[src/rtl/hpd_pkg.sv]
package hpd_pkg;
  // Pulse length in millisecond ticks for a width code.
  function automatic int unsigned pulse_len(input int unsigned width_code,
                                            input int unsigned step_ms);
    return width_code * step_ms;
  endfunction

  // Counter width able to hold the longest pulse.
  function automatic int unsigned cnt_bits(input int unsigned dw,
                                           input int unsigned step_ms);
    return $clog2(((2 ** dw) - 1) * step_ms + 1);
  endfunction
endpackage

[src/rtl/hpd_chan_watch.sv]
module hpd_chan_watch #(
  parameter int SELW = 2
) (
  input  logic            clk,
  input  logic            rst_n,
  input  logic [SELW-1:0] chan_sel,
  output logic            sw_event
);
  logic [SELW-1:0] chan_q;

  always_ff @(posedge clk or negedge rst_n) begin
    if (!rst_n) chan_q <= '0;
    else        chan_q <= chan_sel;
  end

  assign sw_event = (chan_sel != chan_q);
endmodule

[src/rtl/hpd_regs.sv]
module hpd_regs #(
  parameter int          NPORT    = 4,
  parameter int          ADDRW    = 4,
  parameter int          DW       = 8,
  parameter int unsigned PW_RESET = 6,
  parameter int unsigned ADDR_PW  = 5,
  parameter int unsigned ADDR_OVR = 6
) (
  input  logic             clk,
  input  logic             rst_n,
  input  logic             wr_en,
  input  logic [ADDRW-1:0] addr,
  input  logic [DW-1:0]    wdata,
  output logic [DW-1:0]    width_q,
  output logic [NPORT-1:0] ovr_en,
  output logic [NPORT-1:0] ovr_lvl
);
  localparam logic [ADDRW-1:0] A_PW  = ADDR_PW[ADDRW-1:0];
  localparam logic [ADDRW-1:0] A_OVR = ADDR_OVR[ADDRW-1:0];

  logic hit_pw, hit_ovr;
  assign hit_pw  = wr_en && (addr == A_PW);
  assign hit_ovr = wr_en && (addr == A_OVR);

  always_ff @(posedge clk or negedge rst_n) begin
    if (!rst_n) begin
      width_q <= PW_RESET[DW-1:0];
      ovr_en  <= '0;
      ovr_lvl <= '0;
    end else begin
      if (hit_pw) width_q <= wdata;
      if (hit_ovr) begin
        ovr_en  <= wdata[NPORT-1:0];
        ovr_lvl <= wdata[2*NPORT-1:NPORT];
      end
    end
  end
endmodule

[src/rtl/hpd_pulse_timer.sv]
module hpd_pulse_timer #(
  parameter int DW      = 8,
  parameter int STEP_MS = 20,
  parameter int CNTW    = 13
) (
  input  logic            clk,
  input  logic            rst_n,
  input  logic            start,
  input  logic [DW-1:0]   width,
  input  logic            ms_tick,
  output logic            active,
  output logic [CNTW-1:0] remaining
);
  import hpd_pkg::*;

  logic [CNTW-1:0] load_len;
  assign load_len = CNTW'(pulse_len(32'(width), 32'(STEP_MS)));

  always_ff @(posedge clk or negedge rst_n) begin
    if (!rst_n) begin
      active    <= 1'b0;
      remaining <= '0;
    end else if (start) begin
      active    <= (load_len != '0);
      remaining <= load_len;
    end else if (active && ms_tick) begin
      if (remaining == CNTW'(1)) active <= 1'b0;
      remaining <= remaining - CNTW'(1);
    end
  end
endmodule

[src/rtl/hpd_pulse_ctrl.sv]
module hpd_pulse_ctrl #(
  parameter int          NPORT    = 4,
  parameter int          SELW     = 2,
  parameter int          ADDRW    = 4,
  parameter int          DW       = 8,
  parameter int          STEP_MS  = 20,
  parameter int unsigned PW_RESET = 6,
  parameter int unsigned ADDR_PW  = 5,
  parameter int unsigned ADDR_OVR = 6
) (
  input  logic             clk,
  input  logic             rst_n,
  input  logic [SELW-1:0]  chan_sel,
  input  logic             ms_tick,
  input  logic             hold_all,
  input  logic             cfg_wr_en,
  input  logic [ADDRW-1:0] cfg_addr,
  input  logic [DW-1:0]    cfg_wdata,
  output logic [NPORT-1:0] hpd_pull_low
);
  import hpd_pkg::*;
  localparam int CNTW = cnt_bits(DW, STEP_MS);

  logic             sw_event;
  logic             pulse_active;
  logic [CNTW-1:0]  remaining;
  logic [DW-1:0]    width_q;
  logic [NPORT-1:0] ovr_en, ovr_lvl;

  hpd_chan_watch #(.SELW(SELW)) watch_i (
    .clk(clk), .rst_n(rst_n), .chan_sel(chan_sel), .sw_event(sw_event)
  );

  hpd_regs #(
    .NPORT(NPORT), .ADDRW(ADDRW), .DW(DW), .PW_RESET(PW_RESET),
    .ADDR_PW(ADDR_PW), .ADDR_OVR(ADDR_OVR)
  ) regs_i (
    .clk(clk), .rst_n(rst_n), .wr_en(cfg_wr_en), .addr(cfg_addr),
    .wdata(cfg_wdata), .width_q(width_q), .ovr_en(ovr_en), .ovr_lvl(ovr_lvl)
  );

  hpd_pulse_timer #(.DW(DW), .STEP_MS(STEP_MS), .CNTW(CNTW)) timer_i (
    .clk(clk), .rst_n(rst_n), .start(sw_event), .width(width_q),
    .ms_tick(ms_tick), .active(pulse_active), .remaining(remaining)
  );

  for (genvar p = 0; p < NPORT; p++) begin : g_port
    logic auto_low;
    assign auto_low = ovr_en[p] ? ~ovr_lvl[p] : pulse_active;
    assign hpd_pull_low[p] = hold_all | auto_low;
  end
endmodule

[config.mk]
export PLATFORM = sky130hd
export DESIGN_NAME = hpd_pulse_ctrl
export DESIGN_NICKNAME = d
export VERILOG_FILES = /design/src/rtl/hpd_pkg.sv /design/src/rtl/hpd_chan_watch.sv /design/src/rtl/hpd_regs.sv /design/src/rtl/hpd_pulse_timer.sv /design/src/rtl/hpd_pulse_ctrl.sv
export SDC_FILE = /design/constraint.sdc
export NUM_CORES = 1
export LEC_CHECK = 0
export ABC_AREA = 1
export ABC_CLOCK_PERIOD_IN_PS = 4000
export BUFFER_PORTS_ARGS = -buffer_cell sky130_fd_sc_hd__buf_2
export CAP_MARGIN = 20
export CORE_MARGIN = 2
export CORE_UTILIZATION = 41
export DETAILED_ROUTE_END_ITERATION = 6
export SLEW_MARGIN = 20
export SYNTH_ARGS = -nofsm -noshare
export SYNTH_HDL_FRONTEND = slang
export SYNTH_HIERARCHICAL = 1
export SYNTH_SLANG_ARGS = --single-unit
[constraint.sdc]
create_clock -name clk -period 4 [get_ports clk]
set_clock_uncertainty 0.15 [all_clocks]
set_input_delay 0.4 -clock clk [delete_from_list [all_inputs] [get_ports clk]]
set_output_delay 0.4 -clock clk [all_outputs]
set_load 0.01 [all_outputs]
==> flow_summary_export.csv, run 1 <==
group,metric,value,unit
clock_network,path_clk_slew,70,ps
run_status,status,"finished, final reports clean",
floorplan,die_y,77.4,um
worst_setup_path,cp_num_cells,12,
clock_network,clock_sinks,32,
timing,rsz0062_at_grt,"no",
logic_synthesis,syn_area,2210,um^2
worst_setup_path,crit_chain,"ha_1 > ha_1 > inv_1 > fa_1 > inv_1 > nand3_1 > nand2_1 > nand2_1 > nand2_1 > nand3_1 > nand2_1 > nand4_1",
logic_synthesis,synth_top_cell_by_area,"dfrtp_1",
final_layout,area_growth,12.3,%
logic_synthesis,ys_types,28,
clock_network,numCtsBuffers,5,
clock_network,cts_resized,0,
routing,drt_pass1_iterations,4,
clock_network,clock_path_buffers,2,
global_routing,grt_usage,18.0,%
worst_setup_path,r2r_cells,12,
routing,wl_met1,2300,um
logic_synthesis,avgSynthCellArea,7.03,um^2
floorplan,core,5140,um^2
worst_setup_path,crit_fanout,4,
worst_setup_path,reg2reg_slack,1860,ps
worst_setup_path,cpLargestDelayFamily,"adder cells",
routing,dr_wl_met3,130,um
logic_synthesis,synth_edf_count,0,
logic_synthesis,synthArstFlopShare,100,%
logic_synthesis,ys_top_cells_by_area,"dfrtp_1, nand2_1, ha_1",
placed_design,gp_congestion,0.877,
floorplan,dieArea,5980,um^2
floorplan,rows,26,
logic_synthesis,ys.flop_type,"dfrtp_1",
worst_setup_path,crit_required,4010,ps
timing,max_clock_freq,466,MHz
routing,met2_wirelength,2300,um
routing,vias,1941,
routing,wl_per_cell,11.6,um
timing,hold_slack,22.3,ps
final_layout,n_fill_cell,578,
placed_design,hpwl,3780,um
timing,slew_violations,0,
worst_setup_path,worstReg2RegEnd,"timer_i/active",
timing,hold_violations,0,
power,cellPowerDensity,499,nW/um^2
logic_synthesis,synth-seq-cells,32,
placed_design,io_buffers,22,
flow_run,drv_cap,0,
global_routing,antenna_found_initial,0,
routing,ant_nets,0,
worst_setup_path,cp-start-kind,"flop",
clock_network,cts-root-buf,"clkbuf_8",
routing,drc,0,
power,vdd_drop_max,0.196,mV
global_routing,grt-ovfl-total,0,
clock_network,cts_tree,"yes",
timing,finalSetupViolCount,0,
timing,fin_crit_sh,53.6,%
clock_network,hold_buffers,0,
worst_setup_path,max_stage_delay,550,ps
clock_network,clock_latency,280,ps
final_layout,ff_latch_area,803,um^2
timing,slew_headroom,52.3,%
logic_synthesis,synth_top_area_share,34.0,%
global_routing,grt_pass1_vias,1958,
routing,vias_per_cell,4.70,
global_routing,grt_max_degree,33,
final_layout,n_antenna_cell,0,
logic_synthesis,seq_area_frac_synth,36.4,%
final_layout,nNetsFinal,376,
routing,drt_iter0_markers,75,
logic_synthesis,synth_fp_nets,348,
routing,wirelength,4770,um
floorplan,io_pins,23,
worst_setup_path,r2r-start,"regs_i/width_q[1]",
clock_network,cts_setup_buffers,0,
floorplan,start_util,42.9,%
worst_setup_path,cp-end-kind,"flop",
routing,highest_layer,"met4",
clock_network,h-tree-depth,2,
logic_synthesis,ys_warn_count,6,
global_routing,grt_pass1_wl,8620,um
worst_setup_path,crit_buf_inv,2,
final_layout,drive_above_1_share,15.7,%
timing,finalCriticalPeriod,2140,ps
power,leakage,1.37,nW
worst_hold_path,min_path_type,"input port to async pin",
worst_setup_path,arrival,2160,ps
timing,tightest_slew,716,ps
floorplan,dieWidth,77.4,um
worst_setup_path,crit_top_cell,"nand2_1",
worst_setup_path,worstSetupPathType,"flop to flop",
final_layout,multiInputGateArea,1200,um^2
timing,fin_tns_setup,0,ps
final_layout,utilization,48.2,%
logic_synthesis,synthCells,314,
worst_setup_path,cpMaxStageDelayCell,"dfstp_2",
-- final cells by class --
type                       instances  area share (%)
multi-input combinational        231            48.5
sequential                        32            32.4
inverter                          50            7.78
timing repair buffer              22            4.44
tap                               70            3.54
clock buffer                       7            3.08
clock inverter                     1           0.202
-- through the flow --
step	setup WS (ps)	instances	area (um^2)	total power (W)
floorplan	1990	314	2210	0.000877
global placement	1890	405	2400	0.000998
detailed placement	1840	405	2400	0.00101
CTS	1830	413	2480	0.00125
global route	1670	413	2480	0.00136
finish	1860	413	2480	0.00124
-- kinds of logic after synthesis --
kind of cell	synth area share (%)
simple gates	39.5
buf+inv	9.08
flops	36.4
xor+xnor	1.99
compound gates	4.20
fa+ha+maj	8.85
-- sequential cells by signal (all words and copies together), names as in the netlist --
register,flops
watch_i/chan_q,2
timer_i/remaining,13
regs_i/width_q,8
regs_i/ovr_en,4
regs_i/ovr_lvl,4
timer_i/active,1
-- cells in the final DEF (no fill, tap or decap) --
| cell type | Yosys | final |
|---|---|---|
| nand3_2 | 3 | 3 |
| fa_1 | 1 | 1 |
| inv_6 | 1 | 1 |
| nand3_1 | 27 | 27 |
| clkbuf_1 | 0 | 2 |
| inv_1 | 43 | 43 |
| o211ai_1 | 3 | 3 |
| inv_2 | 6 | 6 |
| nand4_1 | 3 | 3 |
| o211ai_2 | 1 | 1 |
| dfstp_2 | 2 | 2 |
| o221ai_1 | 3 | 3 |
| or2_1 | 2 | 2 |
| clkbuf_8 | 0 | 5 |
| nor2_4 | 5 | 5 |
| o21ai_0 | 1 | 1 |
| nor2_1 | 18 | 18 |
| dfrtp_1 | 30 | 30 |
| nand2_1 | 130 | 130 |
| o22ai_1 | 1 | 1 |
| nor2_2 | 5 | 5 |
| xor2_1 | 2 | 2 |
| clkinv_2 | 0 | 1 |
| a21oi_1 | 2 | 2 |
| nand3b_1 | 1 | 1 |
| o21ai_1 | 2 | 2 |
| nand2_2 | 3 | 3 |
| xnor2_1 | 3 | 3 |
| ha_1 | 14 | 14 |
| buf_2 | 0 | 22 |
| nor3_1 | 1 | 1 |
-- cells in the mapped netlist (5+ instances only) --
library cell  number
nand3_1           27
nand2_1          130
dfrtp_1           30
nor2_2             5
inv_1             43
inv_2              6
ha_1              14
nor2_1            18
nor2_4             5
-- routing by layer --
| metal | track usage [%] | vias up |
|---|---|---|
| met2 | 31.0 | 27 |
| li1 | - | 1033 |
| met5 | 0 | - |
| met4 | 5.89 | 0 |
| met1 | 22.9 | 876 |
| met3 | 3.14 | 5 |
-- power breakdown --
group / internal, W / switching (W) / total, W
Combinational: 0.000196 / 0.000314 / 0.000511
Clock: 0.000122 / 0.000112 / 0.000234
Sequential: 0.000408 / 0.0000836 / 0.000492
-- worst max path at each step --
stage                       from        endpoint  slack [ps]
6_report       regs_i/width_q[1]  timer_i/active        1860
5_1_grt        regs_i/width_q[1]  timer_i/active        1670
4_1_cts        regs_i/width_q[1]  timer_i/active        1830
3_5_place_dp   regs_i/width_q[1]  timer_i/active        1840
3_3_place_gp   regs_i/width_q[1]  timer_i/active        1890
2_1_floorplan  regs_i/width_q[1]  timer_i/active        1990
Note: power is estimated with default switching activity, not from simulation.
==> run 2, diff against run 1 <==
ABC_CLOCK_PERIOD_IN_PS = 1760   (was 4000)
clock period = 1.76 ns   (was 4 ns; I/O delays follow)
==> run 2 against run 1 <==
Net effect: the flow now finishes with violations (negative setup slack); wire length is 2.3% higher; sequential share of layout area shrank 4.1 points; non-clock buffer count increased by 29; first-iteration DRC count decreased by 4.0%; sequential power rose by 120%; global-route usage up 0.054 points; sequential cell count stayed put; power rose to 2.5 times the previous value; clock-buffer cell count is the same; die area is the same; final cell count grew 7.0%.
==> flow_summary_export.csv, run 2 (synthesized netlist as in run 1, its figures left out) <==
group,metric,value,unit
timing,tightest_slew,411,ps
clock_network,clock_latency,280,ps
global_routing,grt_max_degree,33,
floorplan,rows,26,
final_layout,top_regs,"timer_i/remaining (13), regs_i/width_q (8)",
clock_network,path_clk_slew,70,ps
final_layout,top_register,"timer_i/remaining",
final_layout,final_common_cell,"nand2_1",
global_routing,grt_usage,18.0,%
power,vdd_drop_max,0.615,mV
worst_setup_path,worstReg2RegEnd,"timer_i/active",
power,switchingPower,0.00123,W
floorplan,dieArea,5980,um^2
final_layout,nNetsFinal,405,
worst_setup_path,crit_required,1770,ps
power,leakage,1.51,nW
worst_setup_path,worstSetupPathType,"flop to flop",
worst_setup_path,arrival,2040,ps
routing,wl_per_cell,11.0,um
clock_network,cts-root-buf,"clkbuf_8",
timing,fin_ws,-269,ps
routing,drt_pass1_iterations,4,
final_layout,area_growth,28.5,%
worst_setup_path,r2r_cells,9,
placed_design,hpwl,3850,um
global_routing,grt_pass1_vias,1936,
worst_hold_path,min_path_type,"input port to flop",
clock_network,clock_sinks,32,
timing,finalSetupViolCount,8,
global_routing,antenna_found_initial,0,
final_layout,n_fill_cell,536,
routing,ant_nets,0,
final_layout,drive_above_1_share,23.7,%
power,cellPowerDensity,1100,nW/um^2
worst_setup_path,cp-start-kind,"flop",
global_routing,grt_pass1_wl,8600,um
worst_setup_path,crit_fanout,3,
power,sw_frac_of_total,39.3,%
floorplan,start_util,42.9,%
placed_design,gp_congestion,0.836,
final_layout,largest_reg_flops,13,
routing,drc,0,
routing,drt_iter0_markers,72,
power,p_seq_share,35.2,%
worst_hold_path,min_to,"regs_i/width_q[1]",
routing,vias,2052,
flow_run,drv_cap,0,
floorplan,io_pins,23,
worst_setup_path,r2r-start,"regs_i/width_q[3]",
clock_network,numCtsBuffers,5,
timing,slew_headroom,72.6,%
power,intPower,0.00190,W
run_status,status,"complete, but fails checks",
timing,fin_crit_sh,115,%
timing,hold_slack,166,ps
floorplan,dieWidth,77.4,um
timing,fin_tns_setup,-1490,ps
final_layout,final_cell_mix,"nand2_1, inv_1, dfrtp_1",
routing,wirelength,4880,um
worst_hold_path,whs_path_depth,5,
placed_design,io_buffers,22,
clock_network,cts_tree,"yes",
routing,vias_per_cell,4.64,
final_layout,n_antenna_cell,0,
run_status,violations,"negative setup slack",
global_routing,grt-ovfl-total,0,
timing,finalCriticalPeriod,2030,ps
clock_network,h-tree-depth,2,
final_layout,utilization,55.2,%
timing,slew_violations,0,
final_layout,ff_latch_area,803,um^2
worst_setup_path,cp-end-kind,"flop",
worst_setup_path,reg2reg_slack,-270,ps
power,pwr-share-comb,46.2,%
floorplan,die_y,77.4,um
placed_design,pre_cts_ws,-326,ps
timing,max_clock_freq,493,MHz
timing,hold_violations,0,
floorplan,core,5140,um^2
power,p_clk_share,18.6,%
timing,rsz0062_at_grt,"yes",
clock_network,clock_path_buffers,2,
worst_hold_path,hold_start,"cfg_addr[2]",
final_layout,multiInputGateArea,1300,um^2
==> run 2: through the flow <==
step                      total power (W)  instances  area (um^2)
after floorplan                   0.00205        314         2260
after global placement            0.00246        422         2580
after detailed placement          0.00248        422         2580
after CTS                         0.00314        441         2810
after global routing              0.00344        442         2840
final                             0.00313        442         2840
==> run 2: critical path: stages, from the launching register on <==
cell and delay (ps):
dfrtp_1 430, ha_4 290, ha_4 120, inv_2 30
fa_2 520, nand4_1 80, nor2_1 100, nand3_1 70
nand2_1 60, nand4_1 60
==> run 2: worst max-delay path by stage <==
stage / start / end / slack [ps] / cells after the start
CTS: regs_i/width_q[3] / timer_i/active / -300 / 9
finish: regs_i/width_q[3] / timer_i/active / -270 / 9
floorplan: regs_i/width_q[2] / timer_i/active / -220 / 9
detailed placement: regs_i/width_q[3] / timer_i/active / -330 / 9
global route: regs_i/width_q[2] / timer_i/active / -430 / 8
global placement: regs_i/width_q[2] / timer_i/active / -290 / 9
==> run 2: power groups by stage <==
stage               Clock [W]  Combinational (W)  Sequential [W]
finish               0.000582            0.00145         0.00110
global route         0.000645            0.00166         0.00113
CTS                  0.000612            0.00142         0.00111
detailed placement          0            0.00136         0.00112
global placement            0            0.00134         0.00112
floorplan                   0           0.000959         0.00109
==> run 2: layer usage <==
| layer | GRT usage [%] | share of wire (%) | up-vias |
|---|---|---|---|
| li1 | - | - | 1087 |
| met1 | 23.2 | 48 | 937 |
| met2 | 31.0 | 49 | 24 |
| met3 | 3.84 | 2.6 | 4 |
| met4 | 4.29 | 0.78 | 0 |
| met5 | 0 | 0 | - |
==> run 2: what timing repair did <==
item | 4_1_cts | 5_1_grt
hold buffers | 11 | 0
pin swaps | 7 | 1
hold endpoints to repair | 46 | 0
buffers inserted | 0 | 1
gates cloned | 0 | 0
resized for setup | 6 | 2
endpoints found under the setup margin | 8 | 8
==> run 2: final cells by class <==
type                            count  area share (%)
Clock inverter                      1           0.265
Multi-Input combinational cell    231            45.9
Timing Repair Buffer               51            12.5
Clock buffer                        7            3.05
Inverter                           50            6.80
Tap cell                           70            3.09
Sequential cell                    32            28.3
==> run 3, diff against run 2 <==
CELL_PAD_IN_SITES_DETAIL_PLACEMENT = 0   (was unset)
CELL_PAD_IN_SITES_GLOBAL_PLACEMENT = 2   (was unset)
CORE_UTILIZATION = 30   (was 41)
PLACE_DENSITY_LB_ADDON = 0.1   (was unset)
==> run 3 against run 2 <==
Net effect: the run ends with negative hold slack, negative setup slack left; sequential power about the same; largest power group unchanged; combinational power about the same; critical path depth unchanged; clock power up 2%; utilization down 15 points; final cell count up 7.5%; largest cell class unchanged; highest routed layer unchanged; clock-buffer cell count up 1.
==> flow_summary_export.csv, run 3 (synthesized netlist as in run 1, its figures left out) <==
group,metric,value,unit
final_layout,area_growth,30.9,%
worst_setup_path,r2r-start,"regs_i/width_q[3]",
worst_setup_path,reg2reg_slack,-290,ps
worst_setup_path,crit_required,1780,ps
clock_network,cts_setup_buffers,0,
final_layout,utilization,40.2,%
timing,hold_violations,1,
power,cellPowerDensity,1100,nW/um^2
placed_design,pre_cts_ws,-352,ps
routing,drt_pass1_iterations,4,
clock_network,cts-root-buf,"clkbuf_8",
run_status,violations,"negative hold slack, negative setup slack",
final_layout,top_regs,"timer_i/remaining (13), regs_i/width_q (8)",
final_layout,final_area,2890,um^2
global_routing,grt_pass1_wl,9760,um
floorplan,dieArea,8060,um^2
final_layout,multiInputGateArea,1290,um^2
timing,finalCriticalPeriod,2050,ps
final_layout,largest_reg_flops,13,
power,finalPower,0.00317,W
power,vdd_drop_max,0.384,mV
clock_network,clock_sinks,32,
floorplan,io_pins,23,
worst_hold_path,min_path_type,"input port to flop",
global_routing,grt_max_degree,31,
placed_design,placed_area,2660,um^2
global_routing,grt_usage,15.0,%
timing,slew_violations,0,
clock_network,cts_tree,"yes",
routing,vias_per_cell,4.34,
clock_network,numCtsBuffers,5,
worst_setup_path,cp-end-kind,"flop",
timing,hold_slack,-1.36,ps
routing,wl_per_cell,11.9,um
worst_setup_path,crit_chain,"ha_4 > ha_4 > inv_2 > fa_2 > nand4_1 > nor2_1 > nand3_1 > nand2_1 > nand4_1",
final_layout,final_common_cell,"nand2_1",
routing,drc,0,
final_layout,top_register,"timer_i/remaining",
power,leakage,1.53,nW
global_routing,antenna_found_initial,0,
floorplan,dieWidth,89.8,um
routing,drt_iter0_markers,51,
final_layout,nNetsFinal,409,
worst_setup_path,r2r_cells,9,
worst_setup_path,worstSetupPathType,"flop to flop",
clock_network,clock_path_buffers,2,
floorplan,start_util,30.7,%
worst_setup_path,worstReg2RegEnd,"timer_i/active",
timing,fin_crit_sh,117,%
timing,finalSetupViolCount,8,
flow_run,drv_cap,0,
run_status,status,"complete, but fails checks",
timing,rsz0062_at_grt,"yes",
floorplan,rows,31,
worst_hold_path,hold_start,"cfg_wdata[5]",
clock_network,clock_latency,280,ps
timing,fin_ws,-294,ps
routing,ant_nets,0,
routing,vias,2060,
worst_setup_path,arrival,2070,ps
final_layout,drive_above_1_share,24.7,%
final_layout,n_fill_cell,789,
timing,tightest_slew,417,ps
worst_setup_path,cp-start-kind,"flop",
placed_design,gp_congestion,0.784,
worst_setup_path,max_stage_delay,530,ps
final_layout,ff_latch_area,805,um^2
worst_setup_path,crit_fanout,3,
clock_network,path_clk_slew,80,ps
worst_hold_path,whs_path_depth,3,
global_routing,grt-ovfl-total,0,
floorplan,die_y,89.8,um
clock_network,h-tree-depth,2,
global_routing,grt_pass1_vias,2106,
timing,slew_headroom,72.2,%
placed_design,io_buffers,22,
floorplan,core,7180,um^2
final_layout,n_antenna_cell,0,
placed_design,hpwl,4470,um
final_layout,final_cell_mix,"nand2_1, inv_1, dfrtp_1",
timing,max_clock_freq,487,MHz
worst_hold_path,min_to,"regs_i/width_q[5]",
routing,wirelength,5650,um
worst_setup_path,cpMaxStageDelayCell,"fa_2",
## run 3: layout make-up
cell class | instances | share of cell area [%]
multi-input combinational | 231 | 44.8
tap | 99 | 4.29
inverter | 50 | 6.68
clock buffer | 8 | 3.12
timing repair buffer | 55 | 13.3
sequential | 32 | 27.9
## run 3: report_power, final
| part | switching [W] | internal (W) | leakage, nW |
|---|---|---|---|
| combinational | 0.000800 | 0.000664 | 1.09 |
| clock | 0.000274 | 0.000319 | 0.0455 |
| sequential | 0.000183 | 0.000928 | 0.396 |
| total | 0.00126 | 0.00191 | 1.53 |
## run 3: per-stage QoR
stage	TNS [ps]	hold WS [ps]	cells
after floorplan	-770	-270	314
after global placement	-2000	-178	457
after detailed placement	-2000	-176	457
after CTS	-1730	3.45	475
after global routing	-2480	10.8	475
final	-1600	-1.36	475
## run 3: layer usage
layer,vias up,routed length [um],part of all wire (%),track usage (%)
met2,27,2860,51,27.3
li1,1094,-,-,-
met5,-,0,0,0
met4,0,29,0.51,3.72
met1,937,2620,46,18.4
met3,2,146,2.6,2.51
## run 3: worst max-delay path, delay by kind of cell, from the launching register on
| kind | cells | cell delay, ps |
|---|---|---|
| buf+inv | 1 | 30 |
| flops | 1 | 440 |
| simple gates | 5 | 380 |
| fa+ha+maj | 3 | 940 |
## run 3: timing repair
item | 4_1_cts | 5_1_grt
setup endpoints to repair | 8 | 8
gates resized for setup | 8 | 1
hold buffers | 10 | 0
hold endpoints to repair | 45 | 0
pin swaps | 5 | 0
## run 3: how the worst max path moves through the flow
stage	startpoint	end	cells after the start
5_1_grt	regs_i/width_q[2]	timer_i/active	8
3_3_place_gp	regs_i/width_q[3]	timer_i/active	12
3_5_place_dp	regs_i/width_q[3]	timer_i/active	9
6_report	regs_i/width_q[3]	timer_i/active	9
2_1_floorplan	regs_i/width_q[2]	timer_i/active	9
4_1_cts	regs_i/width_q[3]	timer_i/active	9
